**config.mk**
```make
export PLATFORM = sky130hd
export DESIGN_NAME = adc_seq_ctrl
export DESIGN_NICKNAME = d
export VERILOG_FILES = /design/src/rtl/adc_seq_pkg.sv /design/src/rtl/adc_seq_regs.sv /design/src/rtl/adc_seq_fsm.sv /design/src/rtl/adc_seq_result.sv /design/src/rtl/adc_seq_ctrl.sv
export SDC_FILE = /design/constraint.sdc
export NUM_CORES = 1
export LEC_CHECK = 0
export BUFFER_PORTS_ARGS = -buffer_cell sky130_fd_sc_hd__buf_2
export CORE_MARGIN = 2
export CORE_UTILIZATION = 60
export CTS_BUF_LIST = sky130_fd_sc_hd__clkbuf_8
export DETAILED_ROUTE_END_ITERATION = 7
export PLACE_DENSITY = 0.87
export SLEW_MARGIN = 20
export SYNTH_ARGS = -nofsm -noshare
export SYNTH_HDL_FRONTEND = slang
export SYNTH_SLANG_ARGS = --single-unit
```
**constraint.sdc**
```tcl
create_clock -name clk -period 6.2 [get_ports clk]
set_input_delay 1.86 -clock clk [delete_from_list [all_inputs] [get_ports clk]]
set_output_delay 1.86 -clock clk [all_outputs]
set_load 0.01 [all_outputs]
```
**src/rtl/adc_seq_pkg.sv**
```systemverilog
package adc_seq_pkg;

    localparam int BYTE_W   = 8;
    localparam int RES_W    = 16;
    localparam int RES_BYTES = RES_W / BYTE_W;

    localparam logic [BYTE_W-1:0] OFS_STAT1  = 8'h08;
    localparam logic [BYTE_W-1:0] OFS_STAT2  = 8'h09;
    localparam logic [BYTE_W-1:0] OFS_ENA    = 8'h46;
    localparam logic [BYTE_W-1:0] OFS_CHAN   = 8'h48;
    localparam logic [BYTE_W-1:0] OFS_DIG    = 8'h50;
    localparam logic [BYTE_W-1:0] OFS_SETTLE = 8'h51;
    localparam logic [BYTE_W-1:0] OFS_REQ    = 8'h52;
    localparam logic [BYTE_W-1:0] OFS_RES0   = 8'h60;

    localparam int ENA_BIT = 7;
    localparam int REQ_BIT = 7;

    typedef enum logic [1:0] {
        SEQ_IDLE    = 2'd0,
        SEQ_SETTLE  = 2'd1,
        SEQ_CONVERT = 2'd2
    } seq_state_e;

    typedef struct packed {
        logic              enable;
        logic [BYTE_W-1:0] chan;
        logic [1:0]        decim;
        logic [1:0]        clksel;
        logic [BYTE_W-1:0] settle;
    } seq_cfg_t;

    function automatic logic [BYTE_W-1:0] pack_stat1(input logic eoc, input logic pend);
        return {6'b0, pend, eoc};
    endfunction

    function automatic logic [BYTE_W-1:0] pack_stat2(input seq_state_e st);
        return {2'b00, st, 4'h0};
    endfunction

endpackage

```
**src/rtl/adc_seq_regs.sv**
```systemverilog
module adc_seq_regs
    import adc_seq_pkg::*;
(
    input  logic              clk,
    input  logic              rst,
    input  logic              we,
    input  logic [BYTE_W-1:0] addr,
    input  logic [BYTE_W-1:0] wdata,
    output seq_cfg_t          cfg,
    output logic              req_wr,
    output logic              ena_off
);
    // Decoded write strobes
    logic wr_ena, wr_chan, wr_dig, wr_settle;

    assign wr_ena    = we && (addr == OFS_ENA);
    assign wr_chan   = we && (addr == OFS_CHAN);
    assign wr_dig    = we && (addr == OFS_DIG);
    assign wr_settle = we && (addr == OFS_SETTLE);

    assign req_wr  = we && (addr == OFS_REQ) && wdata[REQ_BIT];
    assign ena_off = wr_ena && !wdata[ENA_BIT];

    always_ff @(posedge clk) begin
        if (rst) begin
            cfg <= '0;
        end else begin
            if (wr_ena)    cfg.enable <= wdata[ENA_BIT];
            if (wr_chan)   cfg.chan   <= wdata;
            if (wr_dig) begin
                cfg.clksel <= wdata[1:0];
                cfg.decim  <= wdata[3:2];
            end
            if (wr_settle) cfg.settle <= wdata;
        end
    end
endmodule

```
**src/rtl/adc_seq_fsm.sv**
```systemverilog
module adc_seq_fsm
    import adc_seq_pkg::*;
#(
    parameter int CNT_W = BYTE_W
) (
    input  logic             clk,
    input  logic             rst,
    input  seq_cfg_t         cfg,
    input  logic             req_wr,
    input  logic             ena_off,
    input  logic             conv_done,
    output seq_state_e       state,
    output logic             pend,
    output logic             start,
    output logic             accept,
    output logic             done_ok
);
    logic             kill;
    logic [CNT_W-1:0] cnt;

    assign kill    = ena_off || !cfg.enable;
    assign accept  = req_wr && cfg.enable && !kill && (state == SEQ_IDLE);
    assign done_ok = conv_done && !kill && (state == SEQ_CONVERT);

    always_ff @(posedge clk) begin
        if (rst) begin
            state <= SEQ_IDLE;
            cnt   <= '0;
            pend  <= 1'b0;
            start <= 1'b0;
        end else begin
            start <= 1'b0;
            if (kill) begin
                state <= SEQ_IDLE;
                pend  <= 1'b0;
            end else begin
                unique case (state)
                    SEQ_IDLE: begin
                        if (accept) begin
                            state <= SEQ_SETTLE;
                            cnt   <= CNT_W'(cfg.settle);
                            pend  <= 1'b1;
                        end
                    end
                    SEQ_SETTLE: begin
                        if (cnt == '0) begin
                            start <= 1'b1;
                            pend  <= 1'b0;
                            state <= SEQ_CONVERT;
                        end else begin
                            cnt <= cnt - 1'b1;
                        end
                    end
                    SEQ_CONVERT: begin
                        if (done_ok) state <= SEQ_IDLE;
                    end
                    default: state <= SEQ_IDLE;
                endcase
            end
        end
    end
endmodule

```
**src/rtl/adc_seq_result.sv**
```systemverilog
module adc_seq_result
    import adc_seq_pkg::*;
(
    input  logic             clk,
    input  logic             rst,
    input  logic             accept,
    input  logic             done_ok,
    input  logic [RES_W-1:0] data,
    output logic [RES_W-1:0] result,
    output logic             eoc,
    output logic             irq
);
    genvar gi;
    generate
        for (gi = 0; gi < RES_BYTES; gi++) begin : g_byte
            always_ff @(posedge clk) begin
                if (rst)
                    result[gi*BYTE_W +: BYTE_W] <= '0;
                else if (done_ok)
                    result[gi*BYTE_W +: BYTE_W] <= data[gi*BYTE_W +: BYTE_W];
            end
        end
    endgenerate

    always_ff @(posedge clk) begin
        if (rst) begin
            eoc <= 1'b0;
            irq <= 1'b0;
        end else begin
            irq <= done_ok;
            if (done_ok)     eoc <= 1'b1;
            else if (accept) eoc <= 1'b0;
        end
    end
endmodule

```
**src/rtl/adc_seq_ctrl.sv**
```systemverilog
module adc_seq_ctrl
    import adc_seq_pkg::*;
(
    input  logic              clk,
    input  logic              rst,
    input  logic              bus_we,
    input  logic [7:0]        bus_addr,
    input  logic [7:0]        bus_wdata,
    output logic [7:0]        bus_rdata,
    output logic              conv_start,
    output logic [7:0]        conv_chan,
    output logic [1:0]        conv_decim,
    output logic [1:0]        conv_clksel,
    input  logic              conv_done,
    input  logic [15:0]       conv_data,
    output logic              irq_eoc
);
    seq_cfg_t          cfg_q;
    seq_state_e        seq_st;
    logic              req_wr, ena_off, accept, done_ok, pend_q, eoc_q;
    logic [RES_W-1:0]  res_q;

    adc_seq_regs u_regs (
        .clk(clk), .rst(rst), .we(bus_we), .addr(bus_addr), .wdata(bus_wdata),
        .cfg(cfg_q), .req_wr(req_wr), .ena_off(ena_off)
    );

    adc_seq_fsm #(.CNT_W(BYTE_W)) u_fsm (
        .clk(clk), .rst(rst), .cfg(cfg_q), .req_wr(req_wr), .ena_off(ena_off),
        .conv_done(conv_done), .state(seq_st), .pend(pend_q), .start(conv_start),
        .accept(accept), .done_ok(done_ok)
    );

    adc_seq_result u_res (
        .clk(clk), .rst(rst), .accept(accept), .done_ok(done_ok),
        .data(conv_data), .result(res_q), .eoc(eoc_q), .irq(irq_eoc)
    );

    assign conv_chan   = cfg_q.chan;
    assign conv_decim  = cfg_q.decim;
    assign conv_clksel = cfg_q.clksel;

    // Read mux
    always_comb begin
        bus_rdata = '0;
        unique case (bus_addr)
            OFS_STAT1:  bus_rdata = pack_stat1(eoc_q, pend_q);
            OFS_STAT2:  bus_rdata = pack_stat2(seq_st);
            OFS_ENA:    bus_rdata = {cfg_q.enable, 7'b0};
            OFS_CHAN:   bus_rdata = cfg_q.chan;
            OFS_DIG:    bus_rdata = {4'b0, cfg_q.decim, cfg_q.clksel};
            OFS_SETTLE: bus_rdata = cfg_q.settle;
            default: begin
                for (int i = 0; i < RES_BYTES; i++)
                    if (bus_addr == OFS_RES0 + BYTE_W'(i))
                        bus_rdata = res_q[i*BYTE_W +: BYTE_W];
            end
        endcase
    end
endmodule

```
==> impl_metrics.csv <==
group,metric,value,unit
timing,skew,0.00709,ns
clock_network,cts_tree,"done",
timing,hold_viol_final,0,
cells_and_area,register_area,1020,um^2
cells_and_area,fill_cells,337,
clock_network,cts_sinks,51,
clock_network,ctsHtreeMaxLevel,2,
placed_design,dp_hpwl,4.32,mm
timing,final.min_clock_period,5.68,ns
timing,rsz0062_at_grt,"false",
setup_path,crit_type,"in -> out",
die,die_w,69.2,um
synth,ys_ff_latch,51,
clock_network,cts_hold_buf,0,
detailed_routing,detail_route.vias_per_cell,5.99,
power,p_per_area,194,nW/um^2
clock_network,clk_path_buf_depth,2,
cells_and_area,nNetsFinal,373,
clock_network,clock_latency,0.30,ns
cells_and_area,syn2layout_area_growth,11.0,%
cells_and_area,multi_input_area,1340,um^2
placed_design,dp_worst_setup_slack,0.531,ns
detailed_routing,wire_per_inst,15.8,um
die,row_count,23,
flow_run,drv_cap,0,
grt,antenna_found_initial,0,
power,clockPowerShare,34.9,%
detailed_routing,first_pass_iters,4,
synth,synth_top_flop_cell,"dfxtp_1",
power,switchingPower,0.000123,W
synth,syn_nets,339,
setup_path,r2r_start,"u_fsm.cnt[0]$_SDFFE_PP0P_",
synth,yosysWarningCount,0,
clock_network,cts_inserted_buffers,5,
synth,ys_seq_area_share,40.0,%
power,swShare,22.4,%
placed_design,port-buffer-count,57,
worst_hold_path,hp-start,"u_regs.cfg[15]$_SDFFE_PP0P_",
cells_and_area,mostFrequentLayoutCells,"buf_2, dfxtp_1, nand2_1",
detailed_routing,drtIter0Drc,154,
grt,grt_pass1_vias,2199,
timing,relSlewSlack,29.6,%
worst_hold_path,hp-class,"reg -> reg",
die,dieArea,4790,um^2
power,p_seq_share,59.5,%
detailed_routing,drtAntennaViolNets,0,
setup_path,required,4.34,ns
synth,synth.top_cell.area_share,40.0,%
synth,synth_edf_count,0,
setup_path,crit_path_end_kind,"output pin",
cells_and_area,final_common_cell,"buf_2",
synth,synthCells,302,
timing,fmax,176,MHz
synth,avgSynthCellArea,8.44,um^2
die,ios,58,
timing,worst_slack,0.519,ns
setup_path,worstSetupStartpoint,"bus_addr[4]",
grt,grt_pass1_wl,10.4,mm
timing,setup_viol,0,
clock_network,clk_pin_slew,0.08,ns
timing,post-route-period-util,91.6,%
detailed_routing,dr_total_vias,2313,
grt,grt_util_all_layers,26.0,%
synth,async_flop_share,0,%
clock_network,post-cts-setup-buffer-count,0,
timing,setup_tns,0,ns
power,ir_worst_vdd,0.193,mV
detailed_routing,drt-total-wl,6.11,mm
timing,slew_viol_final,0,
placed_design,routabilityCongestion,0.881,
die,fp.coreArea,4060,um^2
run_status,status,"complete, no violations",
detailed_routing,drcViolationCount,0,
setup_path,cp_data_arrival_time,3.82,ns
synth,synth_top_area_cell,"dfxtp_1",
die,start_util,62.8,%
cells_and_area,drive_above_1_share,22.6,%
synth,ys_top_cells_by_area,"dfxtp_1, mux2i_1, a21oi_1",
cells_and_area,diodes,0,
setup_path,cp_max_fo,14,
die,die_y,69.2,um
clock_network,postCtsResizedCells,0,
grt,gr-total-overflow,0,
synth,yosysUniqueCellTypes,46,
setup_path,crit_path_start_kind,"input port",
power,p_leak,1.20,nW
timing,worstMarginPinSlew,1.05,ns
grt,grt_start_max_net_pins,54,
power,combPwrFrac,5.5,%
synth,synth_area,2550,um^2
power,p_int,0.000427,W
clock_network,clock-root-buffer,"clkbuf_8",
state kept, by name (all words and copies together) (netlist names):
signal,flops
u_fsm.cnt,8
u_res.eoc,1
u_fsm.pend,1
u_res.result,16
u_fsm.state,2
u_fsm.start,1
u_res.irq,1
u_regs.cfg,21
through the flow:
step	hold WS (ns)	utilization (%)	instance area (um^2)	power [W]	std cells
final	0.473	69.8	2830	0.000550	386
after global routing	0.495	69.8	2830	0.000568	386
after CTS	0.470	69.8	2830	0.000552	386
after detailed placement	0.457	67.6	2740	0.000365	379
after global placement	0.444	67.6	2740	0.000365	379
after floorplan	0.436	-	2550	0.000350	302
cell type report:
class | instances | share of cell area, %
repair buffers | 60 | 10.9
well taps | 50 | 2.21
inverters | 3 | 0.398
clock inverters | 1 | 0.177
multi-input cells | 215 | 47.4
flip-flops and latches | 51 | 36.1
clock buffers | 6 | 2.92
metal layers:
metal | share of wire [%] | global-route usage (%)
met3 | 5.9 | 5.81
met5 | 0 | 0
met1 | 42 | 32.5
met2 | 50 | 44.6
met4 | 2.0 | 8.28
power groups by stage:
stage | logic [W] | clock network, W | registers [W]
final | 0.0000304 | 0.000192 | 0.000328
after global routing | 0.0000332 | 0.000207 | 0.000328
after CTS | 0.0000300 | 0.000194 | 0.000328
after detailed placement | 0.0000299 | 0 | 0.000335
after global placement | 0.0000299 | 0 | 0.000335
after floorplan | 0.0000150 | 0 | 0.000335
final timing paths:
kind	end	slack (ns)	cells past startpoint
max	bus_rdata[4]	0.52	6
min	u_regs.cfg[15]$_SDFFE_PP0P_	0.47	2
max reg2reg	u_fsm.cnt[7]$_SDFFE_PP0P_	3.56	7
min reg2reg	u_regs.cfg[15]$_SDFFE_PP0P_	0.47	2
cell usage after synthesis, types with 2 or more instances:
cell type and n:
a21oi_1 32, a221o_1 3, a221oi_1 3, buf_2 2
buf_4 13, clkbuf_1 16, dfxtp_1 51, inv_1 3
mux2i_1 30, nand2_1 34, nand2b_1 6, nand3_1 22
nand3b_1 2, nor2_1 32, nor2b_1 4, nor3b_1 2
nor4_1 3, o21ai_0 3, o221ai_1 2, o31ai_1 3
o32ai_1 2, or3_1 6, or3b_1 2, or4_1 2
or4_4 2, or4b_2 2
cells by family after synthesis:
group                    count (synthesis)  share of synthesized area (%)
AND/OR/NAND/NOR                        128                           25.8
AO/OA/AOI/OAI                           56                           14.3
flip-flops                              51                           40.0
buffers and inverters                   36                           7.61
multiplexers                            30                           11.8
adder cells (fa/ha/maj)                  1                          0.491
worst max-delay path, cell delays in order:
cell	delay, ns
buf_2	0.11
or3_1	0.41
nor3b_1	0.44
and3_1	0.60
a221o_1	0.27
buf_2	0.14
Note: power is estimated with default switching activity, not from simulation.
